[config.mk]
export PLATFORM = sky130hd
export DESIGN_NAME = rom_bank_map
export DESIGN_NICKNAME = d
export VERILOG_FILES = /design/src/rtl/rbm_pkg.sv /design/src/rtl/rbm_decode.sv /design/src/rtl/rbm_page_reg.sv /design/src/rtl/rbm_xlate.sv /design/src/rtl/rom_bank_map.sv
export SDC_FILE = /design/constraint.sdc
export NUM_CORES = 1
export LEC_CHECK = 0
export BUFFER_PORTS_ARGS = -buffer_cell sky130_fd_sc_hd__buf_2
export CORE_UTILIZATION = 28
export DETAILED_ROUTE_END_ITERATION = 6
export PLACE_DENSITY_LB_ADDON = 0.25
export SLEW_MARGIN = 40
export SYNTH_ARGS = -nofsm -noshare
export SYNTH_HDL_FRONTEND = slang
export SYNTH_SLANG_ARGS = --single-unit
[constraint.sdc]
create_clock -name clk -period 1.6 [get_ports clk]
set_clock_uncertainty 0.15 [all_clocks]
set_input_delay 0.16 -clock clk [delete_from_list [all_inputs] [get_ports clk]]
set_output_delay 0.16 -clock clk [all_outputs]
set_load 0.01 [all_outputs]
[src/rtl/rbm_pkg.sv]
package rbm_pkg;
   // Kind of access decoded on the I/O page
   typedef enum logic [1:0] {
      IO_NONE  = 2'd0,
      IO_SWTCH = 2'd1,
      IO_NOP   = 2'd2
   } io_kind_e;

   function automatic int unsigned rbm_clog2(input longint unsigned v);
      int unsigned r;
      longint unsigned t;
      r = 0;
      t = 1;
      while (t < v) begin
         t = t << 1;
         r++;
      end
      return r;
   endfunction
endpackage

[src/rtl/rbm_decode.sv]
module rbm_decode
   import rbm_pkg::*;
#(
   parameter int unsigned PAGE_W  = 2,
   parameter logic [7:0]  SW_BASE = 8'h58,
   parameter int unsigned NOP_N   = 2,
   parameter logic [8*NOP_N-1:0] NOP_OFFS = {8'h0E, 8'h0C}
) (
   input  logic              strb_i,
   input  logic              wr_i,
   input  logic [7:0]        off_i,
   output logic [PAGE_W-1:0] set_o,
   output logic [PAGE_W-1:0] clr_o,
   output io_kind_e          kind_o
);
   localparam int unsigned SW_N = 2 * PAGE_W;

   initial begin
      assert (PAGE_W >= 1) else $error("PAGE_W must be at least 1");
      assert (int'(SW_BASE) + SW_N <= 256) else $error("switch offsets overflow the I/O page");
   end

   logic [SW_N-1:0]  sw_hit;
   logic [NOP_N-1:0] nop_hit;

   // switch i drives page bit i/2; even offsets clear, odd offsets set
   for (genvar i = 0; i < SW_N; i++) begin : g_sw
      assign sw_hit[i] = strb_i && (off_i == 8'(int'(SW_BASE) + i));
   end

   for (genvar b = 0; b < PAGE_W; b++) begin : g_bit
      assign clr_o[b] = sw_hit[2*b];
      assign set_o[b] = sw_hit[2*b+1];
   end

   for (genvar n = 0; n < NOP_N; n++) begin : g_nop
      assign nop_hit[n] = strb_i && wr_i && (off_i == NOP_OFFS[8*n +: 8]);
   end

   always_comb begin
      if (|sw_hit)       kind_o = IO_SWTCH;
      else if (|nop_hit) kind_o = IO_NOP;
      else               kind_o = IO_NONE;
   end
endmodule

[src/rtl/rbm_page_reg.sv]
module rbm_page_reg #(
   parameter int unsigned PAGE_W    = 2,
   parameter logic [PAGE_W-1:0] RST_PAGE = '0
) (
   input  logic              clk,
   input  logic              rst_n,
   input  logic [PAGE_W-1:0] set_i,
   input  logic [PAGE_W-1:0] clr_i,
   output logic [PAGE_W-1:0] page_o
);
   // each bit is an independent set/clear flop
   for (genvar b = 0; b < PAGE_W; b++) begin : g_bit
      always_ff @(posedge clk or negedge rst_n) begin
         if (!rst_n)        page_o[b] <= RST_PAGE[b];
         else if (set_i[b]) page_o[b] <= 1'b1;
         else if (clr_i[b]) page_o[b] <= 1'b0;
      end
   end
endmodule

[src/rtl/rbm_xlate.sv]
module rbm_xlate
   import rbm_pkg::*;
#(
   parameter int unsigned ADDR_W  = 16,
   parameter int unsigned PAGE_W  = 2,
   parameter int unsigned WIN_W   = 11,
   parameter int unsigned WIN_N   = 6,
   parameter logic [ADDR_W-1:0] BASE = 16'hD000,
   localparam int unsigned BANK_B = WIN_N << WIN_W,
   localparam int unsigned ROM_AW = rbm_clog2(longint'(BANK_B) << PAGE_W)
) (
   input  logic [ADDR_W-1:0] addr_i,
   input  logic              wr_i,
   input  logic [PAGE_W-1:0] page_i,
   output logic              en_o,
   output logic [ROM_AW-1:0] rom_addr_o
);
   localparam int unsigned OFS_W = rbm_clog2(longint'(BANK_B));
   localparam bit BANK_POW2 = ((1 << OFS_W) == BANK_B);

   initial begin
      assert (WIN_N >= 1) else $error("WIN_N must be at least 1");
      assert (longint'(BASE) + BANK_B <= (longint'(1) << ADDR_W))
         else $error("ROM region runs past the address space");
   end

   logic [ADDR_W-1:0] rel;
   logic              in_win;

   assign rel    = addr_i - BASE;
   assign in_win = (addr_i >= BASE) && (longint'(rel) < longint'(BANK_B));
   assign en_o   = in_win && !wr_i;

   if (BANK_POW2) begin : g_concat
      // power-of-two bank: page bits sit above the offset
      assign rom_addr_o = ROM_AW'({page_i, rel[OFS_W-1:0]});
   end else begin : g_mult
      localparam logic [ROM_AW-1:0] BANK_L = ROM_AW'(BANK_B);
      logic [ROM_AW-1:0] bank_base;
      assign bank_base  = ROM_AW'(page_i) * BANK_L;
      assign rom_addr_o = bank_base + ROM_AW'(rel[OFS_W-1:0]);
   end
endmodule

[src/rtl/rom_bank_map.sv]
module rom_bank_map
   import rbm_pkg::*;
#(
   parameter int unsigned ADDR_W   = 16,
   parameter int unsigned PAGE_W   = 2,
   parameter int unsigned WIN_W    = 11,
   parameter int unsigned WIN_N    = 6,
   parameter logic [15:0] BASE     = 16'hD000,
   parameter logic [7:0]  SW_BASE  = 8'h58,
   parameter logic [7:0]  SW_RDATA = 8'h00,
   parameter logic [7:0]  IDLE_RDATA = 8'hFF,
   localparam int unsigned ROM_AW  = rbm_clog2(longint'(WIN_N << WIN_W) << PAGE_W)
) (
   input  logic              clk,
   input  logic              rst_n,
   input  logic              io_strb,
   input  logic              io_wr,
   input  logic [7:0]        io_off,
   output logic              io_ack,
   output logic [7:0]        io_rdata,
   input  logic [ADDR_W-1:0] cpu_addr,
   input  logic              cpu_wr,
   output logic              rom_en,
   output logic [ROM_AW-1:0] rom_addr
);
   localparam int unsigned BANK_B = WIN_N << WIN_W;

   logic [PAGE_W-1:0] sw_set, sw_clr, page;
   io_kind_e          kind;

   rbm_decode #(.PAGE_W(PAGE_W), .SW_BASE(SW_BASE)) u_dec (
      .strb_i(io_strb), .wr_i(io_wr), .off_i(io_off),
      .set_o(sw_set), .clr_o(sw_clr), .kind_o(kind)
   );

   rbm_page_reg #(.PAGE_W(PAGE_W)) u_page (
      .clk(clk), .rst_n(rst_n), .set_i(sw_set), .clr_i(sw_clr), .page_o(page)
   );

   rbm_xlate #(.ADDR_W(ADDR_W), .PAGE_W(PAGE_W), .WIN_W(WIN_W), .WIN_N(WIN_N),
               .BASE(ADDR_W'(BASE))) u_xl (
      .addr_i(cpu_addr), .wr_i(cpu_wr), .page_i(page),
      .en_o(rom_en), .rom_addr_o(rom_addr)
   );

   assign io_ack   = (kind != IO_NONE);
   assign io_rdata = (io_ack && !io_wr) ? SW_RDATA : IDLE_RDATA;

   // one bit moves, the other holds
   a_r2_clr_bit0: assert property (@(posedge clk) disable iff (!rst_n)
      (io_strb && io_off == SW_BASE) |=> (!page[0] && page[PAGE_W-1:1] == $past(page[PAGE_W-1:1])));
   a_r3_set_bit0: assert property (@(posedge clk) disable iff (!rst_n)
      (io_strb && io_off == SW_BASE + 8'd1) |=> (page[0] && page[PAGE_W-1:1] == $past(page[PAGE_W-1:1])));
   a_r4_clr_bit1: assert property (@(posedge clk) disable iff (!rst_n)
      (io_strb && io_off == SW_BASE + 8'd2) |=> (!page[1] && page[0] == $past(page[0])));
   a_r5_set_bit1: assert property (@(posedge clk) disable iff (!rst_n)
      (io_strb && io_off == SW_BASE + 8'd3) |=> (page[1] && page[0] == $past(page[0])));
   // switch reads answer with the fixed value
   a_r6_rd_zero: assert property (@(posedge clk) disable iff (!rst_n)
      (io_strb && !io_wr && io_off >= SW_BASE && io_off <= SW_BASE + 8'd3) |-> (io_ack && io_rdata == SW_RDATA));
   // non-switch traffic keeps the page
   a_r7_page_kept: assert property (@(posedge clk) disable iff (!rst_n)
      !(io_strb && io_off >= SW_BASE && io_off <= SW_BASE + 8'd3) |=> $stable(page));
   // physical address stays in the image
   a_r8_in_image: assert property (@(posedge clk) disable iff (!rst_n)
      rom_en |-> (longint'(rom_addr) < (longint'(BANK_B) << PAGE_W)));
   // low addresses never select the ROM
   a_r9_below: assert property (@(posedge clk) disable iff (!rst_n)
      (cpu_addr < ADDR_W'(BASE)) |-> !rom_en);
endmodule

==> results of run 1 <==
## timing repair
item	CTS	global route
hold buffers	1	0
endpoints found under the hold margin	2	0
resized for setup	2	4
pin swaps	5	4
setup endpoints to repair	3	3
buffers inserted	0	1
## power by group
group / switching (uW) / total (uW) / internal (uW)
logic: 68.1 / 157 / 88.9
clock network: 27.8 / 110 / 82.7
registers: 3.93 / 59.1 / 55.2
## synthesized netlist by cell type
| cell type | number |
|---|---|
| sky130_fd_sc_hd__inv_1 | 8 |
| sky130_fd_sc_hd__mux2_2 | 2 |
| sky130_fd_sc_hd__nand4bb_4 | 1 |
| sky130_fd_sc_hd__fa_1 | 1 |
| sky130_fd_sc_hd__buf_4 | 19 |
| sky130_fd_sc_hd__nand3b_1 | 2 |
| sky130_fd_sc_hd__a2111oi_0 | 1 |
| sky130_fd_sc_hd__or4_1 | 1 |
| sky130_fd_sc_hd__dfrtp_1 | 2 |
| sky130_fd_sc_hd__xnor2_1 | 2 |
| sky130_fd_sc_hd__ha_1 | 6 |
| sky130_fd_sc_hd__a21oi_1 | 1 |
| sky130_fd_sc_hd__nand2_1 | 2 |
| sky130_fd_sc_hd__or3_1 | 1 |
| sky130_fd_sc_hd__a21o_1 | 1 |
| sky130_fd_sc_hd__nor3_1 | 2 |
## cell usage in the layout, fill, tap and decap left out
cell type | Yosys | final
sky130_fd_sc_hd__buf_2 | 0 | 30
sky130_fd_sc_hd__inv_1 | 8 | 6
sky130_fd_sc_hd__buf_4 | 19 | 6
sky130_fd_sc_hd__ha_1 | 6 | 3
sky130_fd_sc_hd__clkbuf_4 | 0 | 3
sky130_fd_sc_hd__nand3b_1 | 2 | 2
sky130_fd_sc_hd__nor3_1 | 2 | 2
sky130_fd_sc_hd__mux2_2 | 2 | 2
sky130_fd_sc_hd__ha_4 | 0 | 2
sky130_fd_sc_hd__dfrtp_1 | 2 | 2
sky130_fd_sc_hd__inv_2 | 0 | 1
sky130_fd_sc_hd__xnor2_1 | 2 | 1
sky130_fd_sc_hd__inv_4 | 0 | 1
sky130_fd_sc_hd__a21o_1 | 1 | 1
sky130_fd_sc_hd__nand2_2 | 0 | 1
sky130_fd_sc_hd__xnor2_2 | 0 | 1
sky130_fd_sc_hd__nand2_1 | 2 | 1
sky130_fd_sc_hd__or4_1 | 1 | 1
sky130_fd_sc_hd__nand4bb_4 | 1 | 1
sky130_fd_sc_hd__a21oi_1 | 1 | 1
sky130_fd_sc_hd__or3_1 | 1 | 1
sky130_fd_sc_hd__a2111oi_0 | 1 | 1
sky130_fd_sc_hd__fa_2 | 0 | 1
sky130_fd_sc_hd__ha_2 | 0 | 1
sky130_fd_sc_hd__dlygate4sd3_1 | 0 | 1
sky130_fd_sc_hd__buf_6 | 0 | 1
## worst max-delay path: stages (launching register included)
cell,delay (ns)
sky130_fd_sc_hd__dfrtp_1,0.40
sky130_fd_sc_hd__ha_4,0.27
sky130_fd_sc_hd__buf_6,0.12
sky130_fd_sc_hd__fa_2,0.50
sky130_fd_sc_hd__inv_1,0.03
sky130_fd_sc_hd__buf_2,0.12
## stage by stage
stage	utilization [%]	cell area [um2]
after floorplan	-	475
after global placement	36.4	548
after detailed placement	36.4	548
after CTS	39.4	593
after global routing	40.6	612
final	40.6	612
## metal layers
layer  share of wire [%]  up-vias
li1                    -      193
met1                  39      160
met2                  52       12
met3                 7.0        8
met4                 2.4        0
met5                   0        -
## worst max-delay path by stage
stage	from	end	slack, ns	cells past startpoint
6_report	u_page.page_o[1]$_DFFE_PN0P_	rom_addr[13]	-0.38	5
5_1_grt	u_page.page_o[1]$_DFFE_PN0P_	rom_addr[15]	-0.43	7
4_1_cts	u_page.page_o[0]$_DFFE_PN0P_	rom_addr[14]	-0.39	6
3_5_place_dp	u_page.page_o[1]$_DFFE_PN0P_	rom_addr[15]	-0.16	7
3_3_place_gp	u_page.page_o[1]$_DFFE_PN0P_	rom_addr[15]	-0.14	7
2_1_floorplan	u_page.page_o[0]$_DFFE_PN0P_	rom_addr[15]	-0.03	7
## kinds of logic after synthesis
| logic type | share of synthesized area, % |
|---|---|
| xor gates and xnor gates | 3.87 |
| adders and majority gates | 21.0 |
| AOI/OAI and AO/OA | 4.70 |
| and+or+nand+nor | 16.3 |
| DFF | 11.1 |
| muxes | 4.97 |
| buffers and inverters | 38.1 |
## layout make-up
| cell class | count | area share, % |
|---|---|---|
| multi-input cells | 23 | 44.2 |
| repair buffers | 38 | 35.4 |
| flip-flops and latches | 2 | 8.18 |
| inverters | 8 | 5.32 |
| clock buffers | 3 | 3.68 |
| well taps | 16 | 3.27 |
==> impl_results.md, run 1 <==
- Reg2reg setup slack: 0.53 ns
- Per-cell via count in the routed design: 4.14
- Drt wl/cell: approximately 9.6 um
- Clock root buffer: sky130_fd_sc_hd__clkbuf_4
- Nature of the critical path startpoint: flip-flop
- Final cycle utilization of the critical path: 124%
- Total wire length after detailed routing: 861 um
- Pre-CTS setup slack: -0.159 ns
- FF+latch count, synth: 2
- Width of the chip: roughly 42 um
- Wire length of the first global-routing pass: 1370 um
- Number of distinct library cells after synthesis: 16
- Violated checks: setup timing
- Hold path depth: 2
- Power per cell area: 534 mW/mm2
- Maximum fanout along the worst path: 2
- GR Util met2: roughly 14%
- Violation count after the first detailed-route iteration: 2
- Maximum level of the CTS H-tree: 1
- Finish-stage setup viols: 3
- Met3 usage: 2.16%
- Post-layout instance count excluding filler cells: 90
- Most Crowded Layer GR: met2
- Starting density of the core: 30.1%
- Cells after Synth: 52
- Capture endpoint of the worst hold path: u_page.page_o[1]$_DFFE_PN0P_
- Launch instance of the worst register-to-register path: u_page.page_o[1]$_DFFE_PN0P_
- Gr ovfl total: 0
- End of the worst register-to-register path: u_page.page_o[1]$_DFFE_PN0P_
- Number of global-route vias before repair: 361
- Summed instance area of the synthesized netlist: 453 um2
- Share of post-route cells with drive strength above 1: 68.9%
- Net count after synthesis: just under 90
- Fin. max-slew vios: 0
- Relative slew slack: between 70 and 80%
- Fmax achieved: 0.506 GHz
- Synth-to-layout area growth: 35.1%
- Yosys top cell by area: sky130_fd_sc_hd__buf_4
- Length in cells of the worst reg-to-reg path: 2
- Final-layout fill cell count: 150
- Routability Congestion: 0.752
- DRC viols: 0
- Type of the tightest min-delay check: in2reg
- Status: complete, but fails checks
- Count of warnings emitted by yosys: 0
- Hold_ws: 0.0637 ns
- CTS max path bufs: 2
- Sequential cell area fraction in the yosys report: 11.0%
- Number of rows in the core area: 14
- Setup WS post-layout: -0.377 ns
- Worst Path Arrival: 1.67 ns
- Global routing met1 resource utilization: 11.4%
- Multi-input gate area in the final layout: between 200 and 300 um2
- Final net count: about 110
- Kind of end point of the critical path: output port
- Clock-pin transition on the worst setup and hold timing paths: 0.03 ns
- Largest voltage drop on the vdd net: 0.000293 V
- Sequential cell area: 50.0 um2
- Critical path class: reg2out
- Worst hold path startpoint: io_off[0]
- Total power after layout: ~330 uW
- Core footprint: roughly 0.0015 mm2
- Pin count of the biggest net entering global routing: 9
- Initial antenna violation count: 0
- Count of buffers from port buffering: 30
- Height of the die: 42.2 um
- Max-cap violations: 0
- Clock insertion delay at the later pin of the skew report: 0.22 ns
- Ant diodes: 0
- Final worst path period need: 1.98 ns
- Total number of vias: between 300 and 400
- Post-placement cell count: 85
- Number of flip-flops in the largest register: 2
- Unrepaired setup endpoints after global routing: yes
- Post-synthesis average cell area: 8.71 um2
- Number of I/O pins: 55
- Sum of negative setup slack: -1.06 ns
- Clock buffer count from CTS: 3
- Actual transition at the worst max-transition pin: 0.322 ns
- Register ranked first by flip-flop count: u_page.page_o
- Remaining antenna violation count: 0
- Registers with the most flip-flops: u_page.page_o (2)
- Endpoint required time on the critical path: 1.29 ns
- Share of the synthesized area in the top cell type: 31.5%
- Hpwl dp: 685 um
- Total GRT Usage: roughly a tenth
- CTS tree: done
- 1st-pass router iterations: 2
- Clock tree sinks: 2
- Full die area: approximately 0.0018 mm2
- Count of final hold-check violations: 0
- Cell types occupying the most area after synthesis: sky130_fd_sc_hd__buf_4 31%, sky130_fd_sc_hd__ha_1 17%, sky130_fd_sc_hd__dfrtp_1 11%, sky130_fd_sc_hd__inv_1 6.6%, sky130_fd_sc_hd__nand4bb_4 6.1%
- Leakage power total: 0.000329 uW
Power figures use the tool's default switching activity.
==> run 2, diff against run 1 <==
- PLACE_DENSITY: unset -> 0.84
- PLACE_DENSITY_LB_ADDON: 0.25 -> unset
==> run 2 against run 1 <==
The flow still finishes with violations (setup timing). Core utilization rose by 3.9 points. Global-route usage rose by 0.70 points. Power rose by 5.2%. Final area rose by 9.6%. Combinational power rose by 11%. Register-to-register slack got worse by 0.08 ns. Routed wire length rose by 0.46%. Critical path depth did not move. First-iteration DRC count fell by 50%. Critical path type unchanged.
==> impl_results.md, run 2 (same netlist as run 1, synthesis figures left out) <==
- Fin. max-slew vios: 0 (unchanged)
- Count of final hold-check violations: 0 (unchanged)
- Count of buffers from port buffering: 30 (unchanged)
- Gr ovfl total: 0 (unchanged)
- DRC viols: 0 (unchanged)
- Violated checks: setup timing
- Total GRT Usage: 10.8% (+0.70 points)
- Relative slew slack: 83.9% (+5.9 points)
- Full die area: 0.00178 mm2 (unchanged)
- Final cycle utilization of the critical path: 123% (-0.83 points)
- Total wire length after detailed routing: 865 um (+0.46%)
- Worst hold path startpoint: io_off[0]
- Core footprint: 0.00151 mm2 (unchanged)
- Synth-to-layout area growth: 48.1%
- Final-layout fill cell count: 161 (+7.3%)
- Clock insertion delay at the later pin of the skew report: 0.22 ns (about the same)
- Pin count of the biggest net entering global routing: 9 (unchanged)
- Register ranked first by flip-flop count: u_page.page_o
- Initial antenna violation count: 0 (unchanged)
- Setup WS post-layout: -0.364 ns (+0.0133 ns)
- Fmax achieved: 0.509 GHz (+0.68%)
- Final net count: 114 (+1.8%)
- Finish-stage setup viols: 3 (unchanged)
- Most frequent standard cell in the layout excluding fill and tap cells: sky130_fd_sc_hd__buf_2
- Hpwl dp: 703 um (+2.7%)
- Final worst path period need: 1.96 ns (-0.0133 ns)
- Post-placement cell count: 86 (+1.2%)
- Clock root buffer: sky130_fd_sc_hd__clkbuf_4
- Starting density of the core: 30.1% (unchanged)
- Pre-CTS setup slack: -0.160 ns (-0.000834 ns)
- Number of flip-flops in the largest register: 2 (unchanged)
- Total number of vias: 398 (+6.7%)
- Length in cells of the worst reg-to-reg path: 3 (+1)
- Registers with the most flip-flops: u_page.page_o (2)
- Capture endpoint of the worst hold path: u_page.page_o[0]$_DFFE_PN0P_
- End of the worst register-to-register path: u_page.page_o[0]$_DFFE_PN0P_
- Drt wl/cell: 9.40 um (-1.7%)
- Unrepaired setup endpoints after global routing: yes
- Critical path class: reg2out
- Max-cap violations: 0 (unchanged)
- Worst Path Arrival: 1.65 ns (-0.02 ns)
- Wire length of the first global-routing pass: 1390 um (+2.0%)
- Total power after layout: 344 uW (+5.2%)
- Power per cell area: 512 mW/mm2 (-4.0%)
- Height of the die: 42.2 um (unchanged)
- Status: complete, but fails checks
- Routability Congestion: 0.619 (-18%)
- Endpoint required time on the critical path: 1.29 ns (about the same)
- Maximum level of the CTS H-tree: 1 (unchanged)
- Launch instance of the worst register-to-register path: u_page.page_o[0]$_DFFE_PN0P_
- Maximum fanout along the worst path: 2 (unchanged)
- Leakage power total: 0.000353 uW (+7.3%)
- CTS tree: done
- Share of post-route cells with drive strength above 1: 75.0% (+6.1 points)
- Per-cell via count in the routed design: 4.33 (+4.4%)
- Kind of end point of the critical path: output port
- Remaining antenna violation count: 0 (unchanged)
- Number of global-route vias before repair: 392 (+8.6%)
- Type of the tightest min-delay check: in2reg
- Width of the chip: 42.2 um (unchanged)
- Largest voltage drop on the vdd net: 0.000330 V (+13%)
- Highest-count cells in the layout ignoring fill and taps: 29 x sky130_fd_sc_hd__buf_2, 5 x sky130_fd_sc_hd__inv_1, 5 x sky130_fd_sc_hd__buf_6, 5 x sky130_fd_sc_hd__buf_4
- Ant diodes: 0 (unchanged)
- Post-layout instance count excluding filler cells: 92 (+2.2%)
- Utilization after layout: 44.5% (+3.9 points)
- Hold path depth: 2 (unchanged)
- Clock buffer count from CTS: 3 (unchanged)
- Nature of the critical path startpoint: flip-flop
- Reg2reg setup slack: 0.45 ns (-0.08 ns)
- Violation count after the first detailed-route iteration: 1 (-1)
- Clock-pin transition on the worst setup and hold timing paths: 0.03 ns (about the same)
- Actual transition at the worst max-transition pin: 0.241 ns (-0.0810 ns)
- Number of I/O pins: 55 (unchanged)
- Clock tree sinks: 2 (unchanged)
- 1st-pass router iterations: 2 (unchanged)
- CTS max path bufs: 2 (unchanged)
- Number of rows in the core area: 14 (unchanged)
## run 2: timing repair
action                     in CTS  in global routing
resized for setup              12                  3
setup endpoints to repair       4                  4
pin swaps                       7                  6
cloned                          0                  0
setup buffers                   1                  1
hold endpoints to repair        2                  0
hold buffers                    1                  0
## run 2: worst max path at each step
| stage | from | end | slack (ns) | depth (start not counted) |
|---|---|---|---|---|
| global route | u_page.page_o[0]$_DFFE_PN0P_ | rom_addr[15] | -0.41 | 8 |
| floorplan | u_page.page_o[0]$_DFFE_PN0P_ | rom_addr[15] | -0.03 | 7 |
| CTS | u_page.page_o[1]$_DFFE_PN0P_ | rom_addr[15] | -0.39 | 7 |
| detailed placement | u_page.page_o[1]$_DFFE_PN0P_ | rom_addr[15] | -0.16 | 7 |
| finish | u_page.page_o[1]$_DFFE_PN0P_ | rom_addr[13] | -0.36 | 5 |
| global placement | u_page.page_o[1]$_DFFE_PN0P_ | rom_addr[14] | -0.13 | 5 |
## run 2: cell type report
type / instances / area [um2] / area share (%)
inverters: 8 / 32.5 / 4.85
clock buffers: 3 / 22.5 / 3.36
well taps: 16 / 20.0 / 2.99
repair buffers: 40 / 249 / 37.1
multi-input cells: 23 / 297 / 44.2
flip-flops and latches: 2 / 50.0 / 7.46
## run 2: routing by layer
layer	GRT usage [%]	vias up	wire, um
met5	0	-	0
met4	8.75	0	0
met3	3.45	0	96
met2	20.0	26	492
met1	9.02	173	276
li1	-	199	-
## run 2: where the power goes
part | total [uW] | internal (uW) | switching (uW) | leakage (uW)
combinational | 174 | 101 | 73.4 | 0.000312
clock | 110 | 82.6 | 27.4 | 0.0000138
sequential | 59.3 | 55.2 | 4.18 | 0.0000272
## run 2: critical path, cell delays in order, from the launching register on
cell and delay (ns):
sky130_fd_sc_hd__dfrtp_1 0.40, sky130_fd_sc_hd__ha_4 0.26, sky130_fd_sc_hd__buf_6 0.11, sky130_fd_sc_hd__fa_2 0.50, sky130_fd_sc_hd__inv_1 0.03, sky130_fd_sc_hd__buf_2 0.12
## run 2: metrics by stage
step	setup TNS, ns	hold WS (ns)	area [um2]
after floorplan	-0.0329	-0.286	475
after global placement	-0.397	-0.202	556
after detailed placement	-0.532	-0.201	556
after CTS	-1.12	0.0414	649
after global routing	-1.21	0.0479	671
final	-1.02	0.0514	671
==> run 3, diff against run 2 <==
- CELL_PAD_IN_SITES_DETAIL_PLACEMENT: unset -> 1
- CELL_PAD_IN_SITES_GLOBAL_PLACEMENT: unset -> 2
- CORE_ASPECT_RATIO: unset -> 0.8
- CORE_UTILIZATION: 28 -> 13
- PLACE_DENSITY: 0.84 -> 0.85
==> run 3 against run 2 <==
The flow still finishes with violations (setup timing). Flip-flop and latch count did not move. Setup slack barely moved. Hold slack improved by 0.028 ns. Routed wire length rose by 31%. Core utilization down 24 points. Power is 26% higher. Clock-buffer cell count unchanged. Sequential share of layout area grew 0.16 points. Register-to-register slack got worse by 0.03 ns. First-iteration DRC count unchanged. Via count fell by 2.8%. Critical endpoint unchanged. Largest cell class unchanged. Highest routed layer is now met4.
==> impl_results.md, run 3 (same netlist as run 1, synthesis figures left out) <==
- 1st-pass router iterations: 2 (unchanged)
- Top Family by Delay on Critical Path: adder cells
- Portion of total power attributed to combinational logic: 40.8% (-9.9 points)
- Core footprint: 0.00320 mm2 (+110%)
- Max-cap violations: 0 (unchanged)
- Number of I/O pins: 55 (unchanged)
- Number of flip-flops in the largest register: 2 (unchanged)
- Share of post-route cells with drive strength above 1: 68.5% (-6.5 points)
- Largest voltage drop on the vdd net: 0.000223 V (-32%)
- Register ranked first by flip-flop count: u_page.page_o
- Per-cell via count in the routed design: 3.42 (-21%)
- Relative slew slack: 76.7% (-7.2 points)
- Total number of vias: 387 (-2.8%)
- Hpwl dp: 952 um (+35%)
- Finish-stage setup viols: 3 (unchanged)
- Critical-path cell with the highest stage delay: sky130_fd_sc_hd__fa_2
- Actual transition at the worst max-transition pin: 0.340 ns (+0.0990 ns)
- Remaining antenna violation count: 0 (unchanged)
- Wire length of the first global-routing pass: 1740 um (+25%)
- Cell breakdown of the critical path: inv_2 > ha_4 > buf_6 > fa_2 > inv_2 > buf_6
- Pin count of the biggest net entering global routing: 9 (unchanged)
- Most frequent standard cell in the layout excluding fill and tap cells: sky130_fd_sc_hd__buf_2
- Total power after layout: 433 uW (+26%)
- Final cycle utilization of the critical path: 123% (about the same)
- Maximum cell stage delay along the critical path: 0.52 ns (+0.02 ns)
- Synth-to-layout area growth: 45.0%
- Height of the die: 54.8 um (+30%)
- Setup WS post-layout: -0.364 ns (-0.000198 ns)
- P_int: 316 uW (+32%)
- Buffers & Inverters on Critical Path: 4 (+1)
- Critical path class: reg2out
- Clock root buffer: sky130_fd_sc_hd__clkbuf_8
- Starting density of the core: 14.2% (-16 points)
- Nature of the critical path startpoint: flip-flop
- Violation count after the first detailed-route iteration: 1 (unchanged)
- Status: complete, but fails checks
- Endpoint required time on the critical path: 1.29 ns (about the same)
- Clock tree sinks: 2 (unchanged)
- Kind of end point of the critical path: output port
- Psw: 118 uW (+12%)
- Clock insertion delay at the later pin of the skew report: 0.21 ns (about the same)
- CTS max path bufs: 2 (unchanged)
- Full die area: 0.00373 mm2 (+110%)
- Routability Congestion: 0.651 (+5.1%)
- Clock-pin transition on the worst setup and hold timing paths: 0.03 ns (about the same)
- Registers with the most flip-flops: u_page.page_o (2)
- Seq pwr share: 13.7% (-3.6 points)
- Fmax achieved: 0.509 GHz (about the same)
- Ant diodes: 0 (unchanged)
- Number of global-route vias before repair: 424 (+8.2%)
- Initial antenna violation count: 0 (unchanged)
- Number of rows in the core area: 18 (+4)
- Fin. max-slew vios: 0 (unchanged)
- Clock buffer count from CTS: 3 (unchanged)
- Width of the chip: 68.0 um (+61%)
- DRC viols: 0 (unchanged)
- Worst Path Arrival: 1.65 ns (about the same)
- Power per cell area: 660 mW/mm2 (+29%)
- Final-layout fill cell count: 397 (+150%)
- Fraction of power spent switching nets: 27.1% (-3.4 points)
- Utilization after layout: 20.5% (-24 points)
- Type of the tightest min-delay check: in2reg
- Clk pwr share: 45.4% (+13 points)
- Gr ovfl total: 0 (unchanged)
- Maximum level of the CTS H-tree: 1 (unchanged)
- Leakage power total: 0.000336 uW (-4.8%)
- Drt wl/cell: 10.1 um (+6.9%)
- Unrepaired setup endpoints after global routing: yes
- Count of final hold-check violations: 0 (unchanged)
- Count of buffers from port buffering: 30 (unchanged)
- Total wire length after detailed routing: 1140 um (+31%)
- Total GRT Usage: 6.63% (-4.1 points)
- Highest-count cells in the layout ignoring fill and taps: 29 x sky130_fd_sc_hd__buf_2, 5 x sky130_fd_sc_hd__inv_1, 5 x sky130_fd_sc_hd__buf_4
- Violated checks: setup timing
- Final net count: 111 (-2.6%)
- Maximum fanout along the worst path: 3 (+1)
- CTS tree: done
- Final worst path period need: 1.96 ns (+0.000198 ns)
==> run 3: cell types whose count changed in the layout (fill, tap and decap cells not counted), moves of 2 or more <==
cell,before,now
sky130_fd_sc_hd__clkbuf_8,0,3
sky130_fd_sc_hd__ha_1,2,4
sky130_fd_sc_hd__buf_6,5,2
sky130_fd_sc_hd__clkbuf_4,3,0
==> run 3: what timing repair did <==
item | in CTS | in global routing
hold buffers | 1 | 0
resized for setup | 4 | 3
buffers inserted | 0 | 1
setup endpoints to repair | 3 | 3
hold endpoints to repair | 2 | 0
pin swaps | 6 | 4
==> run 3: worst paths after layout <==
kind	slack (ns)	depth (start not counted)	from	endpoint
min reg2reg	0.53	2	u_page.page_o[1]$_DFFE_PN0P_	u_page.page_o[1]$_DFFE_PN0P_
max in group asynchronous	1.09	2	rst_n	u_page.page_o[1]$_DFFE_PN0P_
min	0.08	2	io_off[0]	u_page.page_o[1]$_DFFE_PN0P_
max	-0.36	6	u_page.page_o[0]$_DFFE_PN0P_	rom_addr[13]
min in group asynchronous	0.11	2	rst_n	u_page.page_o[0]$_DFFE_PN0P_
max reg2reg	0.42	3	u_page.page_o[0]$_DFFE_PN0P_	u_page.page_o[0]$_DFFE_PN0P_
==> run 3: area by class of cell <==
| class | count | area [um2] | share of cell area, % |
|---|---|---|---|
| Multi-Input combinational cell | 23 | 268 | 40.8 |
| Sequential cell | 2 | 50.0 | 7.62 |
| Inverter | 8 | 32.5 | 4.95 |
| Clock buffer | 3 | 41.3 | 6.29 |
| Tap cell | 40 | 50.0 | 7.62 |
| Timing Repair Buffer | 37 | 215 | 32.8 |
==> run 3: worst reg2reg max path, stage by stage, from the launching register on <==
cell and delay (ns):
sky130_fd_sc_hd__dfrtp_1 0.39, sky130_fd_sc_hd__buf_4 0.14, sky130_fd_sc_hd__buf_4 0.12, sky130_fd_sc_hd__mux2_2 0.25
==> run 3: power by group through the flow <==
| stage | Combinational (uW) | Clock, uW | Sequential (uW) |
|---|---|---|---|
| after floorplan | 101 | 0 | 60.1 |
| after global placement | 133 | 0 | 59.5 |
| after detailed placement | 141 | 0 | 60.2 |
| after CTS | 157 | 204 | 59.5 |
| after global routing | 195 | 207 | 60.3 |
| final | 177 | 197 | 59.5 |
==> run 3: layer usage <==
metal / up-vias / wire (um) / global-route usage (%)
met4: 0 / 5 / 4.51
met1: 174 / 407 / 5.75
met3: 4 / 109 / 2.71
met5: - / 0 / 0
met2: 16 / 614 / 12.6
li1: 193 / - / -
==> run 3: metrics by stage <==
step / cells / cell area, um2 / TNS (ns) / hold slack [ns] / setup WS, ns
6_report: 113 / 657 / -1.04 / 0.0791 / -0.364
3_5_place_dp: 108 / 571 / -0.505 / -0.201 / -0.189
5_1_grt: 113 / 657 / -1.24 / 0.0962 / -0.436
2_1_floorplan: 52 / 475 / -0.0329 / -0.286 / -0.0329
3_3_place_gp: 108 / 571 / -0.384 / -0.204 / -0.148
4_1_cts: 112 / 641 / -1.18 / 0.0811 / -0.404
